### config.mk
export PLATFORM = sky130hd
export DESIGN_NAME = slot_select_top
export DESIGN_NICKNAME = d
export VERILOG_FILES = /design/src/rtl/slot_select_pkg.sv /design/src/rtl/slot_addr_shift.sv /design/src/rtl/slot_addr_decode.sv /design/src/rtl/slot_sel_ctrl.sv /design/src/rtl/slot_select_top.sv
export SDC_FILE = /design/constraint.sdc
export NUM_CORES = 1
export LEC_CHECK = 0
export BUFFER_PORTS_ARGS = -buffer_cell sky130_fd_sc_hd__buf_2
export CAP_MARGIN = 20
export CELL_PAD_IN_SITES_DETAIL_PLACEMENT = 1
export CELL_PAD_IN_SITES_GLOBAL_PLACEMENT = 2
export CORE_MARGIN = 5
export CORE_UTILIZATION = 31
export CTS_BUF_LIST = sky130_fd_sc_hd__clkbuf_4 sky130_fd_sc_hd__clkbuf_8
export DETAILED_ROUTE_END_ITERATION = 12
export PLACE_DENSITY_LB_ADDON = 0.1
export SYNTH_ARGS = -nofsm -noshare
export SYNTH_HDL_FRONTEND = slang
export SYNTH_SLANG_ARGS = --single-unit
export TNS_END_PERCENT = 1
### constraint.sdc
create_clock -name clk_i -period 1.7 [get_ports clk_i]
set_input_delay 0.34 -clock clk_i [delete_from_list [all_inputs] [get_ports clk_i]]
set_output_delay 0.34 -clock clk_i [all_outputs]
set_load 0.01 [all_outputs]
### src/rtl/slot_select_pkg.sv
package slot_select_pkg;
  typedef enum logic [2:0] {
    K_NONE   = 3'd0,
    K_UNI    = 3'd1,
    K_BCAST  = 3'd2,
    K_MCAST  = 3'd3,
    K_INTERR = 3'd4
  } sel_kind_e;
endpackage

### src/rtl/slot_addr_shift.sv
module slot_addr_shift #(
  parameter int AW = 8
) (
  input  logic          clk_i,
  input  logic          arst_ni,
  input  logic          shift_i,
  input  logic          tdi_i,
  output logic [AW-1:0] addr_o
);
  logic [AW-1:0] sr_q;

  always_ff @(posedge clk_i or negedge arst_ni) begin
    if (!arst_ni)     sr_q <= '0;
    else if (shift_i) sr_q <= {tdi_i, sr_q[AW-1:1]};
  end

  assign addr_o = sr_q;
endmodule

### src/rtl/slot_addr_decode.sv
module slot_addr_decode
  import slot_select_pkg::*;
#(
  parameter int          AW         = 8,
  parameter int          MASK_W     = 2,
  parameter int          NGRP       = 4,
  parameter logic [AW-1:0] BCAST_A  = 8'hFF,
  parameter logic [AW-1:0] INTERR_A = 8'hFE,
  parameter logic [AW-1:0] MCAST_A  = 8'hF0
) (
  input  logic [AW-1:0]   addr_i,
  input  logic [AW-1:0]   slot_i,
  input  logic            mask_en_i,
  input  logic [NGRP-1:0] grp_i,
  output sel_kind_e       kind_o
);
  localparam int GIW = (NGRP > 1) ? $clog2(NGRP) : 1;
  localparam logic [AW-1:0] LOW_M = (AW)'((1 << MASK_W) - 1);

  logic          is_mc, is_special, slot_hit;
  logic [GIW-1:0] gidx;
  logic [AW-1:0] cmp_m;

  assign is_mc      = (addr_i[AW-1:GIW] == MCAST_A[AW-1:GIW]);
  assign gidx       = addr_i[GIW-1:0];
  assign is_special = is_mc || (addr_i == BCAST_A) || (addr_i == INTERR_A);
  assign cmp_m      = mask_en_i ? ~LOW_M : '1;
  assign slot_hit   = (((addr_i ^ slot_i) & cmp_m) == '0);

  always_comb begin
    kind_o = K_NONE;
    if (addr_i == '0)           kind_o = K_NONE;
    else if (addr_i == BCAST_A) kind_o = K_BCAST;
    else if (addr_i == INTERR_A) kind_o = K_INTERR;
    else if (is_mc)             kind_o = grp_i[gidx] ? K_MCAST : K_NONE;
    else if (!is_special && slot_hit) kind_o = K_UNI;
  end
endmodule

### src/rtl/slot_sel_ctrl.sv
module slot_sel_ctrl
  import slot_select_pkg::*;
#(
  parameter int            AW    = 8,
  parameter logic [AW-1:0] REL_A = 8'hE5
) (
  input  logic          clk_i,
  input  logic          arst_ni,
  input  logic          tlr_i,
  input  logic          upd_i,
  input  logic [AW-1:0] addr_i,
  input  sel_kind_e     hit_i,
  output sel_kind_e     kind_o,
  output logic [AW-1:0] instr_o,
  output logic          instr_vld_o
);
  sel_kind_e     kind_q;
  logic          sel_now;
  logic [AW-1:0] instr_q;
  logic          vld_q;

  assign sel_now = (kind_q == K_UNI) || (kind_q == K_BCAST) || (kind_q == K_MCAST);

  always_ff @(posedge clk_i or negedge arst_ni) begin
    if (!arst_ni) begin
      kind_q  <= K_NONE;
      instr_q <= '0;
      vld_q   <= 1'b0;
    end else begin
      vld_q <= 1'b0;
      if (tlr_i) begin
        kind_q <= K_NONE;
      end else if (upd_i) begin
        if (!sel_now) begin
          kind_q <= hit_i;
        end else if (addr_i == REL_A) begin
          kind_q <= K_NONE;
        end else begin
          instr_q <= addr_i;
          vld_q   <= 1'b1;
        end
      end
    end
  end

  assign kind_o      = kind_q;
  assign instr_o     = instr_q;
  assign instr_vld_o = vld_q;
endmodule

### src/rtl/slot_select_top.sv
module slot_select_top
  import slot_select_pkg::*;
#(
  parameter int AW     = 8,
  parameter int MASK_W = 2,
  parameter int NGRP   = 4
) (
  input  logic            clk_i,
  input  logic            rst_ni,
  input  logic            trst_ni,
  input  logic            tap_tlr_i,
  input  logic            shift_ir_i,
  input  logic            upd_ir_i,
  input  logic            tdi_i,
  input  logic [AW-1:0]   slot_id_i,
  input  logic            addr_mask_i,
  input  logic            grp_ld_i,
  input  logic [NGRP-1:0] grp_d_i,
  output logic            selected_o,
  output logic            tdo_en_o,
  output logic            ack_o,
  output logic [AW-1:0]   instr_o,
  output logic            instr_vld_o
);
  logic            arst_n;
  logic [AW-1:0]   addr_q;
  logic [NGRP-1:0] grp_q;
  sel_kind_e       hit_kind, kind_q;

  assign arst_n = rst_ni & trst_ni;

  always_ff @(posedge clk_i or negedge arst_n) begin
    if (!arst_n)       grp_q <= '0;
    else if (grp_ld_i) grp_q <= grp_d_i;
  end

  slot_addr_shift #(.AW(AW)) u_shift (
    .clk_i   (clk_i),
    .arst_ni (arst_n),
    .shift_i (shift_ir_i),
    .tdi_i   (tdi_i),
    .addr_o  (addr_q)
  );

  slot_addr_decode #(.AW(AW), .MASK_W(MASK_W), .NGRP(NGRP)) u_dec (
    .addr_i    (addr_q),
    .slot_i    (slot_id_i),
    .mask_en_i (addr_mask_i),
    .grp_i     (grp_q),
    .kind_o    (hit_kind)
  );

  slot_sel_ctrl #(.AW(AW)) u_ctrl (
    .clk_i       (clk_i),
    .arst_ni     (arst_n),
    .tlr_i       (tap_tlr_i),
    .upd_i       (upd_ir_i),
    .addr_i      (addr_q),
    .hit_i       (hit_kind),
    .kind_o      (kind_q),
    .instr_o     (instr_o),
    .instr_vld_o (instr_vld_o)
  );

  assign selected_o = (kind_q == K_UNI) || (kind_q == K_BCAST) || (kind_q == K_MCAST);
  assign tdo_en_o   = (kind_q == K_UNI) || (kind_q == K_INTERR);
  assign ack_o      = (kind_q == K_INTERR);
endmodule

==> impl_metrics.tcl <==
set metrics [dict create \
    outcome "complete, no violations" \
    placed_cell_area_mm2 0.00147 \
    cp_slowest_cell "mux4_2" \
    cts_hold_buf 0 \
    htree_levels 1 \
    clock-skew-final_ps 2.23 \
    setup_viol 0 \
    overflow 0 \
    syn-num-nets 111 \
    drc_errors 0 \
    crit_type "reg -> reg" \
    drive_gt1_frac 0.545 \
    wl_per_cell_um 15.2 \
    tightest_slew_ps 381 \
    slew_headroom 0.744 \
    die_area_mm2 0.00518 \
    tns_ps 0 \
    routed_wl_mm 2.74 \
    fin_crit_sh 0.954 \
    syn_area_mm2 0.00119 \
    finalCriticalPeriod_ps 1620 \
    die-height_um 72.0 \
    hold_path.class "in -> async" \
    cts.clk_slew.worst_paths_ps 80 \
    r2r_start "u_shift.addr_o[0]$_DFFE_PN0P_" \
    via_per_inst 4.74 \
    crit_path_max_incr_delay_ps 520 \
    ant_nets 0 \
    r2r_end "u_ctrl.kind_o[1]$_DFFE_PN0P_" \
    dpl.hpwl_mm 2.16 \
    cts.sinks 24 \
    power_density_mw_per_mm2 1110 \
    power_leakage_nw 0.749 \
    root_buffer "clkbuf_8" \
    ir_drop_mv 0.364 \
    grt_max_degree 25 \
    grt_pass1_vias 959 \
    rsz0062_at_grt "false" \
    diodes 0 \
    io_buffers 32 \
    layout_commonest_cell "buf_2" \
    area_delta_synth_final_pct 30.5 \
    grt_pass1_wl_mm 4.69 \
    cp-start-kind "flip-flop" \
    vias 854 \
    grt_use_total 0.118 \
    hold_ws_ps 141 \
    cts_tree "built" \
    gp_congestion 0.709 \
    nets 154 \
    critPathCaptureType "flip-flop" \
    die_w_um 72.0 \
    core_mm2 0.00369 \
    num_io_pins 33 \
    reg2reg_depth 4 \
    antenna_found_initial 0 \
    drv_slew 0 \
    drt_first_pass_iters 4 \
    dr.first_iter.drc_count 24 \
    clock_latency_ps 270 \
    synth.yosys.warnings 0 \
    rows 22 \
    numCtsBuffers 3 \
    syn_inst 90 \
    critPathMaxFanout 6 \
    fmax_mhz 616 \
    cp.arrival_ps 1780 \
    final_util 0.421 \
    ys_seq_elements 24 \
    finalHoldViolations 0 \
    avgSynthCellArea_um2 13.2 \
    synth_cell_types 30 \
    drv_cap 0 \
    path_cells "mux4_2 > nor4b_2 > a21o_1 > a22o_1" \
    clockBufferDepth 2 \
    ys_seq_area_frac 0.505 \
    initial_core_util 0.323 \
    final_cell_mix "buf_2 (32), dfrtp_1 (23), mux2_2 (11), buf_4 (11), mux2_4 (8)" \
    fillers 422 \
    critPathRequiredTime_ps 1860 \
    reg2reg_slack_ps 80 \
    stdcell_area_mm2 0.00155 \
]
-- area by class of cell --
type	instances	area, um^2	share of cell area
Sequential cell	24	602	0.388
Multi-Input combinational cell	59	553	0.356
Timing Repair Buffer	44	263	0.169
Tap cell	48	60.1	0.0387
Clock buffer	3	41.3	0.0266
Clock inverter	1	30.0	0.0193
Inverter	1	3.75	0.00242
-- flip-flops by register name, indices dropped and copies added (netlist names) --
signal and cells:
u_ctrl.instr_o 8, u_shift.addr_o 8, u_ctrl.instr_vld_o 1, grp_q 4, u_ctrl.kind_o 3
-- report_power, final --
group	internal (mW)	leakage, nW	switching (mW)	total (mW)
clock network	0.315	0.0357	0.185	0.500
registers	0.664	0.312	0.0629	0.727
logic	0.263	0.401	0.231	0.494
total	1.24	0.749	0.480	1.72
-- per-layer routing --
metal,vias to the layer above,global-route usage,share of wire,routed length (um)
li1,414,-,-,-
met1,411,0.159,0.48,1310
met2,24,0.180,0.44,1220
met3,5,0.0277,0.056,154
met4,0,0.0564,0.019,52
met5,-,0,0,0
-- cells in the mapped netlist --
library cell | count | area [um^2]
nor2_1 | 3 | 11.3
o21ai_0 | 2 | 10.0
o22ai_1 | 1 | 6.26
nand2b_1 | 2 | 12.5
nor3_2 | 1 | 10.0
or3_1 | 2 | 12.5
clkbuf_1 | 3 | 11.3
and2_1 | 1 | 6.26
xor2_1 | 6 | 52.6
mux2_4 | 8 | 120
nor3b_1 | 2 | 15.0
inv_1 | 1 | 3.75
mux4_2 | 1 | 22.5
mux2_2 | 11 | 124
a32o_1 | 1 | 10.0
a41oi_1 | 1 | 8.76
nor4_1 | 3 | 18.8
buf_6 | 2 | 22.5
a211oi_1 | 1 | 7.51
a22o_1 | 1 | 8.76
nand2_1 | 1 | 3.75
dfrtp_1 | 24 | 601
o2bb2ai_1 | 1 | 8.76
nor4b_1 | 1 | 8.76
nand4_1 | 2 | 12.5
o21ba_2 | 1 | 10.0
xnor2_1 | 3 | 26.3
buf_2 | 1 | 5.00
nand3_1 | 1 | 5.00
a21o_1 | 2 | 15.0
-- worst max path at each step --
stage | end | startpoint | cells after the start | slack (ps)
global placement | u_ctrl.kind_o[1]$_DFFE_PN0P_ | u_shift.addr_o[0]$_DFFE_PN0P_ | 4 | -20
global route | u_ctrl.kind_o[1]$_DFFE_PN0P_ | u_shift.addr_o[0]$_DFFE_PN0P_ | 4 | 5
CTS | u_ctrl.kind_o[0]$_DFFE_PN0P_ | u_shift.addr_o[0]$_DFFE_PN0P_ | 4 | 20
finish | u_ctrl.kind_o[1]$_DFFE_PN0P_ | u_shift.addr_o[0]$_DFFE_PN0P_ | 4 | 80
floorplan | u_ctrl.instr_o[0]$_DFFE_PN0P_ | u_shift.addr_o[1]$_DFFE_PN0P_ | 6 | 90
detailed placement | u_ctrl.kind_o[1]$_DFFE_PN0P_ | u_shift.addr_o[0]$_DFFE_PN0P_ | 4 | -20
-- cells by family after synthesis --
family,count (synthesis),share of synthesized area
flops,24,0.505
mux,20,0.224
simple gates,19,0.0978
compound gates,11,0.0715
xor+xnor,9,0.0662
buf+inv,7,0.0357
-- repair_timing --
item | 4_1_cts | 5_1_grt
resized for setup | 1 | 1
endpoints found under the hold margin | 0 | 0
endpoints found under the setup margin | 2 | 2
buffers inserted | 0 | 0
-- through the flow --
step	instances	power (mW)	setup WS, ps
6_report	180	1.72	77.9
5_1_grt	180	1.83	5.39
4_1_cts	180	1.75	18.7
3_5_place_dp	176	1.24	-16.0
3_3_place_gp	176	1.23	-16.8
2_1_floorplan	90	1.04	90.6
-- worst max-delay path, delay by kind of cell (launching register included) --
family	cells	cell delay, ps
flip-flops	1	460
AND/OR/NAND/NOR	1	190
multiplexers	1	520
AO/OA/AOI/OAI	2	340
Note: power is estimated with default switching activity, not from simulation.
